`config.mk`:
```
export PLATFORM = sky130hd
export DESIGN_NAME = tx_frame_finisher
export DESIGN_NICKNAME = d
export VERILOG_FILES = /design/src/rtl/txf_pkg.sv /design/src/rtl/txf_fcs_gen.sv /design/src/rtl/txf_seq.sv /design/src/rtl/tx_frame_finisher.sv
export SDC_FILE = /design/constraint.sdc
export NUM_CORES = 1
export LEC_CHECK = 0
export ABC_AREA = 1
export BUFFER_PORTS_ARGS = -buffer_cell sky130_fd_sc_hd__buf_2
export CAP_MARGIN = 15
export CORE_UTILIZATION = 55
export CTS_CLUSTER_SIZE = 40
export DETAILED_ROUTE_END_ITERATION = 8
export GPL_ROUTABILITY_DRIVEN = 0
export HOLD_SLACK_MARGIN = 0.03
export PLACE_DENSITY = 0.74
export SYNTH_ARGS = -nofsm -noshare
export SYNTH_HDL_FRONTEND = slang
export SYNTH_SLANG_ARGS = --single-unit
export TNS_END_PERCENT = 50
```
`constraint.sdc`:
```
create_clock -name clk -period 5.1 [get_ports clk]
set_input_delay 0.51 -clock clk [delete_from_list [all_inputs] [get_ports clk]]
set_output_delay 0.51 -clock clk [all_outputs]
set_load 0.01 [all_outputs]
```
`src/rtl/txf_pkg.sv`:
```
package txf_pkg;

  typedef enum logic [1:0] {
    ST_DATA = 2'd0,
    ST_PAD  = 2'd1,
    ST_FCS  = 2'd2
  } txf_state_e;

  localparam logic [31:0] CRC_REFL_POLY = 32'hEDB88320;
  localparam logic [31:0] CRC_SEED      = 32'hFFFFFFFF;

  // one byte of the reflected CRC-32, eight shift steps unrolled
  function automatic logic [31:0] crc_step_byte(input logic [31:0] c, input logic [7:0] b);
    logic [31:0] r;
    r = c ^ {24'd0, b};
    for (int k = 0; k < 8; k++) begin
      r = r[0] ? ((r >> 1) ^ CRC_REFL_POLY) : (r >> 1);
    end
    return r;
  endfunction

endpackage

```
`src/rtl/txf_fcs_gen.sv`:
```
module txf_fcs_gen
  import txf_pkg::*;
(
  input  logic        clk,
  input  logic        clr,
  input  logic        restart,
  input  logic        en,
  input  logic [7:0]  din,
  output logic [31:0] fcs
);
  logic [31:0] crc_q;

  always_ff @(posedge clk) begin
    if (clr) begin
      crc_q <= CRC_SEED;
    end else if (en) begin
      crc_q <= crc_step_byte(restart ? CRC_SEED : crc_q, din);
    end
  end

  assign fcs = ~crc_q;

endmodule

```
`src/rtl/txf_seq.sv`:
```
module txf_seq
  import txf_pkg::*;
#(
  parameter int MIN_FRAME = 64,
  parameter int HDR_BYTES = 16,
  parameter int LEN_W     = 14,
  parameter int CNT_W     = 16
) (
  input  logic             clk,
  input  logic             clr,
  input  logic             cfg_enable,
  input  logic             cfg_pad,
  input  logic             cfg_fcs,
  input  logic [LEN_W-1:0] cfg_max_total,
  input  logic             in_valid,
  input  logic [7:0]       in_data,
  input  logic             in_first,
  input  logic             in_last,
  output logic             in_ready,
  input  logic [31:0]      fcs_val,
  output logic             crc_en,
  output logic             crc_restart,
  output logic [7:0]       crc_din,
  output logic             out_valid,
  output logic [7:0]       out_data,
  output logic             out_first,
  output logic             out_last,
  output logic             frame_sent,
  output logic             len_error,
  output logic [CNT_W-1:0] stat_bytes
);
  localparam int FCS_BYTES = 4;
  localparam logic [CNT_W-1:0] DATA_MIN = CNT_W'(MIN_FRAME - FCS_BYTES);
  localparam logic [CNT_W:0]   HDR_EXT  = (CNT_W+1)'(HDR_BYTES);

  txf_state_e       st_q;
  logic             busy_q, pad_q, fcs_q;
  logic [CNT_W-1:0] cnt_q;
  logic [1:0]       idx_q;

  logic             accept, pad_now, fcs_now, need_pad, fin_go, fin_over;
  logic [CNT_W-1:0] cnt_base, cnt_inc, cnt_step, fin_n;

  function automatic logic [CNT_W-1:0] sat_inc(input logic [CNT_W-1:0] v);
    return (&v) ? v : v + 1'b1;
  endfunction

  assign in_ready = (st_q == ST_DATA) && (busy_q || cfg_enable);
  assign accept   = in_valid && in_ready;
  // pad and checksum selections are frozen at the first byte
  assign pad_now  = busy_q ? pad_q : (cfg_pad & cfg_fcs);
  assign fcs_now  = busy_q ? fcs_q : cfg_fcs;
  assign cnt_base = busy_q ? cnt_q : '0;
  assign cnt_inc  = sat_inc(cnt_base);
  assign cnt_step = sat_inc(cnt_q);
  assign need_pad = pad_now && (cnt_inc < DATA_MIN);

  assign crc_en      = accept || (st_q == ST_PAD);
  assign crc_restart = accept && !busy_q;
  assign crc_din     = accept ? in_data : 8'h00;

  always_comb begin
    fin_go = 1'b0;
    fin_n  = cnt_step;
    if (st_q == ST_DATA) begin
      fin_go = accept && in_last && !need_pad && !fcs_now;
      fin_n  = cnt_inc;
    end else if (st_q == ST_FCS) begin
      fin_go = (idx_q == 2'd3);
    end
  end

  assign fin_over = ({1'b0, fin_n} + HDR_EXT) >
                    {{(CNT_W+1-LEN_W){1'b0}}, cfg_max_total};

  always_ff @(posedge clk) begin
    if (clr) begin
      st_q       <= ST_DATA;
      busy_q     <= 1'b0;
      pad_q      <= 1'b0;
      fcs_q      <= 1'b0;
      cnt_q      <= '0;
      idx_q      <= '0;
      out_valid  <= 1'b0;
      out_data   <= '0;
      out_first  <= 1'b0;
      out_last   <= 1'b0;
      frame_sent <= 1'b0;
      len_error  <= 1'b0;
      stat_bytes <= '0;
    end else begin
      out_valid  <= 1'b0;
      out_first  <= 1'b0;
      out_last   <= 1'b0;
      frame_sent <= 1'b0;
      len_error  <= 1'b0;
      case (st_q)
        ST_DATA: if (accept) begin
          out_valid <= 1'b1;
          out_data  <= in_data;
          out_first <= !busy_q;
          busy_q    <= 1'b1;
          pad_q     <= pad_now;
          fcs_q     <= fcs_now;
          cnt_q     <= cnt_inc;
          if (in_last && need_pad) begin
            st_q <= ST_PAD;
          end else if (in_last && fcs_now) begin
            st_q  <= ST_FCS;
            idx_q <= '0;
          end
        end
        ST_PAD: begin
          out_valid <= 1'b1;
          out_data  <= 8'h00;
          cnt_q     <= cnt_step;
          if (cnt_step == DATA_MIN) begin
            st_q  <= ST_FCS;
            idx_q <= '0;
          end
        end
        ST_FCS: begin
          out_valid <= 1'b1;
          out_data  <= fcs_val[8*idx_q +: 8];
          cnt_q     <= cnt_step;
          idx_q     <= idx_q + 2'd1;
          if (idx_q == 2'd3) st_q <= ST_DATA;
        end
        default: st_q <= ST_DATA;
      endcase
      if (fin_go) begin
        out_last   <= 1'b1;
        busy_q     <= 1'b0;
        stat_bytes <= fin_n;
        frame_sent <= !fin_over;
        len_error  <= fin_over;
      end
    end
  end

  // ---------------- assertions ----------------
  p_pad_zero_r1: assert property (@(posedge clk) disable iff (clr)
    (st_q == ST_PAD) |=> (out_valid && out_data == 8'h00));

  p_min_len_r1: assert property (@(posedge clk) disable iff (clr)
    (out_last && pad_q) |-> (stat_bytes >= CNT_W'(MIN_FRAME)));

  p_pad_needs_fcs_r4: assert property (@(posedge clk) disable iff (clr)
    (st_q == ST_PAD) |-> fcs_q);

  p_hold_when_off_r5: assert property (@(posedge clk) disable iff (clr)
    (!busy_q && !cfg_enable) |-> !in_ready);

  p_end_pulse_r6: assert property (@(posedge clk) disable iff (clr)
    (frame_sent || len_error) |-> (out_last && !(frame_sent && len_error)));

  p_first_marker_r9: assert property (@(posedge clk) disable iff (clr)
    (accept && !busy_q) |-> in_first);

  p_latency_r9: assert property (@(posedge clk) disable iff (clr)
    accept |=> (out_valid && out_data == $past(in_data)));

endmodule

```
`src/rtl/tx_frame_finisher.sv`:
```
module tx_frame_finisher #(
  parameter int MIN_FRAME = 64,
  parameter int HDR_BYTES = 16,
  parameter int LEN_W     = 14,
  parameter int CNT_W     = 16
) (
  input  logic             clk,
  input  logic             rst,
  input  logic             soft_clear,
  input  logic             cfg_enable,
  input  logic             cfg_pad,
  input  logic             cfg_fcs,
  input  logic [LEN_W-1:0] cfg_max_total,
  input  logic             in_valid,
  input  logic [7:0]       in_data,
  input  logic             in_first,
  input  logic             in_last,
  output logic             in_ready,
  output logic             out_valid,
  output logic [7:0]       out_data,
  output logic             out_first,
  output logic             out_last,
  output logic             frame_sent,
  output logic             len_error,
  output logic [CNT_W-1:0] stat_bytes
);
  logic        clr;
  logic        crc_en, crc_restart;
  logic [7:0]  crc_din;
  logic [31:0] fcs_val;

  assign clr = rst || soft_clear;

  txf_fcs_gen u_fcs (
    .clk     (clk),
    .clr     (clr),
    .restart (crc_restart),
    .en      (crc_en),
    .din     (crc_din),
    .fcs     (fcs_val)
  );

  txf_seq #(
    .MIN_FRAME (MIN_FRAME),
    .HDR_BYTES (HDR_BYTES),
    .LEN_W     (LEN_W),
    .CNT_W     (CNT_W)
  ) u_seq (
    .clk           (clk),
    .clr           (clr),
    .cfg_enable    (cfg_enable),
    .cfg_pad       (cfg_pad),
    .cfg_fcs       (cfg_fcs),
    .cfg_max_total (cfg_max_total),
    .in_valid      (in_valid),
    .in_data       (in_data),
    .in_first      (in_first),
    .in_last       (in_last),
    .in_ready      (in_ready),
    .fcs_val       (fcs_val),
    .crc_en        (crc_en),
    .crc_restart   (crc_restart),
    .crc_din       (crc_din),
    .out_valid     (out_valid),
    .out_data      (out_data),
    .out_first     (out_first),
    .out_last      (out_last),
    .frame_sent    (frame_sent),
    .len_error     (len_error),
    .stat_bytes    (stat_bytes)
  );

endmodule

```
; ---- After elaboration in Yosys (flattened, before gate mapping)
; Cells that the tools add are included.
[classes]
addsub = 4
n_bitwise = 14
shift = 1
reduce_logical = 30
eq_ne = 10
magnitude_cmp = 2
mux = 36
[op_table]
columns = cell, n
row1 = two-way mux 32 bit, 9
row2 = NOT 13 -> 14 bit, 8
row3 = two-way mux 16 bit, 5
row4 = "adder 16 x 1 -> 16 bit, second input constant", 2
row5 = NOT 32 bit, 1
row6 = case mux 16 bit (2 select lines), 1
row7 = AND reduction 16 bit, 2
row8 = indexed part select 32 x 6 -> 8 bit, 1
row9 = XOR 32 x 8 -> 32 bit, 1
row10 = case mux 8 bit (3 select lines), 1
row11 = two-way mux 2 bit, 9
row12 = "adder 16 x 5 -> 17 bit, second input constant", 1
row13 = > comparator 17 x 14 -> 1 bit, 1
row14 = "equality test 16 x 6 -> 1 bit, second input constant", 1
row15 = "< comparator 16 x 6 -> 1 bit, second input constant", 1
row16 = two-way mux 8 bit, 2
row17 = case mux 2 bit (3 select lines), 2
row18 = logical AND 1 bit, 9
row19 = "inequality test 2 bit, second input constant", 4
row20 = two-way mux 1 bit, 6
row21 = AND reduction 2 bit, 3
row22 = OR reduction 2 bit, 3
row23 = AND reduction 5 bit, 1
row24 = "equality test 2 bit, second input constant", 2
row25 = 14 further kinds, 21
[totals]
regBits = 84

; ---- Logic depth before layout (Yosys ltp)
; Gate-level depths: netlist (run 1).
[depth]
word_depth = 22
ltp_mapped = 33

; ---- By module
; A second synthesis (run 1) with hierarchy kept.
[unflattened]
cells_unflattened = 1172
hier_area_um2 = 7347.0
[modules_own_cells]
columns = module, n_inst, seq_area_each_um2, area_each_um2, cells_per_inst
row1 = txf_seq, 1, 1041.0, 4710.8, 783
row2 = txf_fcs_gen, 1, 640.6, 2625.0, 386
row3 = tx_frame_finisher, 1, 0.0, 11.3, 3

; ---- Worst setup path before layout (run 1)
; No wires, ideal clock.
[synth_timing]
path_type = register to register
startpoint = register u_seq.busy_q
endpoint = register u_seq.len_error
setup_time_ns = 0.108
required_ns = 4.992
path_slack_ns = 1.473
n_path_buf = 3
path_stages_with_launch = 34
t_arrival_ns = 3.518
cell_sequence = dfxtp_1 > buf_6 > buf_6 > buf_6 > nand2_1 > inv_1 > ha_1 > nand2_1 > nor2_8 > nand2_4 > nor2_4 > nand2_4 > nand2_1 > o21ai_1 > inv_1 > ha_1 > nand3_2 > nor2_2 > nand3_1 > xor2_1 > inv_1 > ha_1 > nand2_1 > nor2_1 > nor2_1 > nand3_1 > nand2_1 > nand2_1 > nand2_1 > nand2_1 > inv_1 > nand3_1 > nand2_1 > inv_2
[synth_between]
word_cells_on_any_way = 22
[synth_lines]
columns = item, line_no
row1 = from (decl), txf_seq.sv:37  ; logic busy_q, pad_q, fcs_q;
row2 = from (signal assigned), txf_seq.sv:79  ; busy_q <= 1'b0;
row3 = from (signal assigned), txf_seq.sv:102  ; busy_q <= 1'b1;
row4 = from (signal assigned), txf_seq.sv:133  ; busy_q <= 1'b0;
row5 = two-way mux 16 bit (*), txf_seq.sv:53  ; assign cnt_base = busy_q ? cnt_q : '0;
row6 = adder 16 x 1 -> 16 bit or AND reduction 16 bit (tied branches), txf_seq.sv:45  ; return (&v) ? v : v + 1'b1;
row7 = two-way mux 16 bit (*), txf_seq.sv:45
row8 = two-way mux 16 bit (*), txf_seq.sv:65  ; if (st_q == ST_DATA) begin
row9 = net u_seq.fin_n[4], txf_seq.sv:42  ; logic [CNT_W-1:0] cnt_base, cnt_inc, cnt_step, fin_n;
row10 = adder 16 x 5 -> 17 bit (*), txf_seq.sv:73  ; assign fin_over = ({1'b0, fin_n} + HDR_EXT) >
row11 = > comparator 17 x 14 -> 1 bit (*), txf_seq.sv:73
row12 = to (signal assigned), txf_seq.sv:136  ; len_error <= fin_over;
row13 = to (decl), txf_seq.sv:29  ; output logic len_error,
; Mark *: on every way through the listed nets, which the timed path passes. The rest lies on a longest branch.
; A chain may end at the register's enable or synchronous reset.

; ---- Worst setup path in the final report (run 1)
[layout_timing]
startpoint = register u_seq.cnt_q[1]
endpoint = register u_seq.len_error
[layout_between]
word_cells_on_any_way = 18
[layout_lines]
columns = item, line_no
row1 = from (decl), txf_seq.sv:38  ; logic [CNT_W-1:0] cnt_q;
row2 = from (signal assigned), txf_seq.sv:105  ; cnt_q <= cnt_inc;
row3 = from (signal assigned), txf_seq.sv:116  ; cnt_q <= cnt_step;
row4 = from (signal assigned), txf_seq.sv:125  ; cnt_q <= cnt_step;
row5 = two-way mux 16 bit, txf_seq.sv:53
row6 = adder 16 x 1 -> 16 bit or AND reduction 16 bit (tied branches), txf_seq.sv:45
row7 = two-way mux 16 bit, txf_seq.sv:45
row8 = two-way mux 16 bit (*), txf_seq.sv:65
row9 = net u_seq.fin_n[4], txf_seq.sv:42
row10 = adder 16 x 5 -> 17 bit (*), txf_seq.sv:73
row11 = > comparator 17 x 14 -> 1 bit (*), txf_seq.sv:73
; Marks and branches as above.

==> metrics.yaml, run 1 <==
design_power_total_mw: 1.80
synthCells: 1115
fin_skew_ns: 0.00563
ys_warn_count: 0
r2r_slack_ns: 1.10
worst_hold_slack_ns: 0.445
place_area_sq_um: 7290
power_density_nw_per_um2: 238
pre_cts_ws_ns: 1.14
rsz0062_at_grt: "false"
synth_edf_count: 0
yosysSeqAreaShare_pct: 24.2
hold_class: "reg -> reg"
wl_per_cell_um: 14.4
drv_cap: 0
tns_ns: 0
die_w_um: 114
fin_area_sq_um: 7580
vdd_drop_max_mv: 0.200
fin_crit_ns: 4.00
num_vias: 7090
first_global_vias: 6519
wl_um: 19000
rows: 40
synthArstFlopShare_pct: 0
cts_tree: "yes"
n_antenna_cell: 0
die_y_um: 114
clk_latency_ns: 0.36
crit_path_max_fanout: 17
clock.fmax_mhz: 250
syn_nets: 1168
synthDistinctLibCells: 50
drv_slew: 0
synth_common_cells: "nand2_1 (346), inv_1 (131), dfxtp_1 (84), nor2_1 (84), nand3_1 (75)"
slowest_delay_ns: 0.41
coreArea_sq_um: 12200
synth_top_area_share_pct: 24.2
cts_setup_buffers: 0
start_kind: "flop"
crit_arrival_ns: 4.26
cts_resized: 0
grt_pass1_wl_um: 31200
firstDrtPassIters: 5
drt_iter0_drc: 573
overflow: 0
root_buffer: "clkbuf_16"
avgViaCountPerCell: 5.37
critPathCaptureType: "flop"
synth_top_flop_cell: "dfxtp_1"
synth_most_common_cell: "nand2_1"
status: "finished, final reports clean"
fin_crit_sh_pct: 78.4
final.setup.worst_slack_ns: 1.10
slew_headroom_pct: 23.3
area_growth_pct: 9.02
die_area_sq_um: 13100
place_hpwl_um: 13600
required_ns: 5.36
synth_area_sq_um: 6950
pin_count: 61
clkSlewWorstSetupHoldPaths_ns: 0.07
postSynthAreaPerCell_sq_um: 6.24
antenna_found_initial: 0
grtUsageTotal_pct: 30.7
h-tree-depth: 3
synthTopCellsByArea: "dfxtp_1 (24%), nand2_1 (19%), inv_1 (7.1%)"
timing_worst_setup_path_type: "reg -> reg"
p_leak_nw: 3.90
clock-sinks: 84
setup_viol: 0
cts_buffers: 9
ant_nets: 0
grt_max_degree: 55
drive_gt1_share_pct: 12.7
crit_top_cell: "nand2_1"
synth.largest_area_cell: "dfxtp_1"
start_util_pct: 57.2
crit_slowest_cell: "dfxtp_1"
io_buffers: 59
finalHoldViolCount: 0
worst_pin_slew_ns: 1.15
clockBufferDepth: 2
nNetsFinal: 1201
ys_ff_latch: 84
cts.hold.buffers_added: 0
post-route-drc-count: 0
routing by layer:
| layer | vias up | part of all wire [%] | global-route usage (%) |
|---|---|---|---|
| met4 | 0 | 3.6 | 14.1 |
| met3 | 47 | 6.1 | 5.56 |
| met5 | - | 0 | 0 |
| li1 | 3647 | - | - |
| met1 | 3173 | 42 | 35.6 |
| met2 | 223 | 49 | 54.9 |
sequential cells by signal, summed over array words and instances (netlist names):
signal / flops
u_seq.out_valid: 1
u_seq.idx_q: 2
u_seq.frame_sent: 1
u_seq.pad_q: 1
u_seq.fcs_q: 1
u_seq.busy_q: 1
u_seq.len_error: 1
u_fcs.crc_q: 32
u_seq.st_q: 2
u_seq.stat_bytes: 16
u_seq.out_first: 1
u_seq.out_last: 1
u_seq.out_data: 8
u_seq.cnt_q: 16
final cells by class:
cell class | count | area (sq um)
multi-input combinational | 840 | 4480
sequential | 84 | 1680
clock inverter | 5 | 61.3
timing repair buffer | 67 | 355
tap | 168 | 210
fill | 1257 | 4580
inverter | 146 | 558
clock buffer | 11 | 233
per-stage QoR:
stage / cells / utilization, %
global placement: 1305 / 59.9
detailed placement: 1305 / 59.9
floorplan: 1115 / -
finish: 1321 / 62.3
global route: 1321 / 62.3
CTS: 1321 / 62.3
final timing paths:
check | from | end | cells past startpoint
worst min register to register | u_seq.stat_bytes[13] | u_seq.stat_bytes[13] | 2
worst min-delay path | u_seq.stat_bytes[13] | u_seq.stat_bytes[13] | 2
worst max-delay path | u_seq.cnt_q[1] | u_seq.len_error | 30
worst max register to register | u_seq.cnt_q[1] | u_seq.len_error | 30
logic make-up after synthesis:
group | Yosys count | synth area share, %
compound gates | 183 | 15.4
fa+ha+maj | 22 | 3.96
xor+xnor | 62 | 8.46
simple gates | 573 | 36.5
flops | 84 | 24.2
buf+inv | 191 | 11.5
cells in the final DEF, fill, tap and decap left out, types with 9 or more instances in the layout:
cell type and n:
xor2_1 36, inv_1 131, clkbuf_16 9, o21ai_0 53, nor2_1 83, a21oi_1 68, nand3_1 75, xnor2_1 20
ha_1 22, o211ai_1 26, nand4_1 11, nand2_1 346, buf_2 59, nand2_2 19, dfxtp_1 84
critical path, delay by kind of cell (launching register included):
| kind | cells | cell delay (ns) |
|---|---|---|
| AO/OA/AOI/OAI | 1 | 0.16 |
| XOR/XNOR | 1 | 0.14 |
| adder cells (fa/ha/maj) | 3 | 0.65 |
| buffers and inverters | 5 | 0.35 |
| flip-flops | 1 | 0.41 |
| AND/OR/NAND/NOR | 20 | 2.18 |
where the power goes:
part / total (mW) / switching (mW) / internal (mW) / leakage (nW)
sequential: 0.702 / 0.0210 / 0.681 / 0.683
clock: 0.676 / 0.294 / 0.382 / 0.132
combinational: 0.426 / 0.280 / 0.147 / 3.09
total: 1.80 / 0.595 / 1.21 / 3.90
No activity file was read; power rests on OpenSTA's default activity.
==> run 2: changes to the inputs <==
==> constraint.sdc (replaced) <==
create_clock -name clk -period 4.1 [get_ports clk]
set_input_delay 0.41 -clock clk [delete_from_list [all_inputs] [get_ports clk]]
set_output_delay 0.41 -clock clk [all_outputs]
set_load 0.01 [all_outputs]
==> run 2 against run 1 <==
Non-clock buffer count up 6. Critical path depth up 1. Fmax up 6.7%. Worst setup slack worse by 0.75 ns. Clock skew up 0.0046 ns. Largest power group unchanged. Clock power up 24%. Critical endpoint unchanged.
==> metrics.yaml, run 2 (synthesis results as in run 1) <==
rsz0062_at_grt: "false"
area_growth_pct: 9.79
crit_slowest_cell: "dfxtp_1"
largestRegisters: "u_fcs.crc_q x32, u_seq.cnt_q x16, u_seq.stat_bytes x16"
layout_common_cells: "nand2_1 (346), inv_1 (131), nor2_1 (83), dfxtp_1 (83), nand3_1 (75)"
fin_crit_sh_pct: 91.4
drt_iter0_drc: 545
worst_hold_slack_ns: 0.342
grt_max_degree: 54
fin_skew_ns: 0.0102
overflow: 0
rr_startpoint: "u_seq.cnt_q[1]"
firstDrtPassIters: 5
crit_top_cell: "nand2_1"
clockBufferDepth: 2
met1_length_um: 8080
startpoint: "u_seq.cnt_q[1]"
fin_crit_ns: 3.75
setup_viol: 0
endpoint: "u_seq.len_error"
start_util_pct: 57.2
power_density_nw_per_um2: 295
cts_buffers: 9
antenna_found_initial: 0
clkSlewWorstSetupHoldPaths_ns: 0.06
clock.fmax_mhz: 267
required_ns: 4.35
coreArea_sq_um: 12200
critPathBufInv: 5
crit_cells: 31
rows: 40
largest-register: "u_fcs.crc_q"
io_buffers: 59
hold_class: "in -> reg"
drv_slew: 0
dr.max_layer_used: "met4"
crit_path_max_fanout: 13
tns_ns: 0
finalHoldViolCount: 0
timing_worst_setup_path_type: "reg -> reg"
clock-sinks: 84
largest_reg_flops: 32
avgViaCountPerCell: 5.45
die_y_um: 114
die_w_um: 114
pin_count: 61
root_buffer: "clkbuf_16"
path_delay_family: "simple AND/OR/NAND/NOR gates"
crit_arrival_ns: 4.00
start_kind: "flop"
worst_pin_slew_ns: 1.20
slew_headroom_pct: 20.0
r2r_slack_ns: 0.35
critPathCaptureType: "flop"
ant_nets: 0
dr_wl_met2_um: 9450
post-route-drc-count: 0
wl_um: 19600
fill_cells: 1225
cts_tree: "yes"
h-tree-depth: 3
die_area_sq_um: 13100
reg2regPathDepth: 31
final_common_cell: "nand2_1"
clk_latency_ns: 0.35
wl_met3_um: 1190
p_leak_nw: 3.94
nNetsFinal: 1207
drv_cap: 0
grtUsageTotal_pct: 31.0
vdd_drop_max_mv: 0.265
r2r-end: "u_seq.len_error"
grt_pass1_wl_um: 31600
place_hpwl_um: 14100
first_global_vias: 6478
cts.hold.buffers_added: 0
num_vias: 7229
status: "finished, final reports clean"
slowest_delay_ns: 0.41
wl_per_cell_um: 14.8
n_antenna_cell: 0
drive_gt1_share_pct: 13.2
==> run 2: per-layer routing <==
metal  global-route usage, %  up-vias
met5                       0        -
met4                    15.7        0
met3                    5.29       55
met2                    54.7      256
met1                    36.2     3271
li1                        -     3647
==> run 2: worst min-delay path by stage <==
stage | startpoint | endpoint | depth (start not counted) | slack, ns
after global routing | in_data[0] | u_seq.out_data[0] | 3 | 0.36
after global placement | u_seq.stat_bytes[11] | u_seq.stat_bytes[11] | 2 | 0.43
after detailed placement | u_seq.stat_bytes[0] | u_seq.stat_bytes[0] | 2 | 0.44
final | in_data[1] | u_seq.out_data[1] | 3 | 0.34
after floorplan | u_seq.pad_q | u_seq.pad_q | 2 | 0.42
after CTS | in_data[1] | u_seq.out_data[1] | 3 | 0.34
==> run 2: worst register-to-register path: cells and delay by family (launching register included) <==
kind	cells	cell delay, ns
AO/OA/AOI/OAI	1	0.09
XOR/XNOR	1	0.18
adder cells (fa/ha/maj)	2	0.44
buffers and inverters	5	0.45
flip-flops	1	0.41
AND/OR/NAND/NOR	22	2.10
==> run 2: repair_timing <==
item,4_1_cts,5_1_grt
setup buffers,0,1
endpoints found under the setup margin,0,2
gates resized for setup,0,3
==> run 2: area by class of cell <==
cell class | instances | area, sq um | share of cell area, %
clock buffers | 12 | 246 | 3.23
clock inverters | 3 | 46.3 | 0.606
inverters | 146 | 558 | 7.31
multi-input cells | 840 | 4490 | 58.8
flip-flops and latches | 84 | 1680 | 22.0
well taps | 168 | 210 | 2.75
repair buffers | 73 | 400 | 5.25
==> run 2: where the power goes <==
group / internal (mW) / switching [mW]
combinational: 0.185 / 0.356
sequential: 0.847 / 0.0260
clock: 0.488 / 0.347
total: 1.52 / 0.729
==> run 2: metrics by stage <==
| stage | setup WS, ns | total power, mW | cell area [sq um] | std cells | utilization (%) |
|---|---|---|---|---|---|
| CTS | 0.230 | 2.26 | 7620 | 1325 | 62.6 |
| global route | 0.00970 | 2.37 | 7630 | 1326 | 62.8 |
| detailed placement | 0.266 | 1.42 | 7320 | 1310 | 60.2 |
| finish | 0.352 | 2.25 | 7630 | 1326 | 62.8 |
| floorplan | 0.473 | 1.29 | 6950 | 1115 | - |
| global placement | 0.274 | 1.41 | 7320 | 1310 | 60.2 |
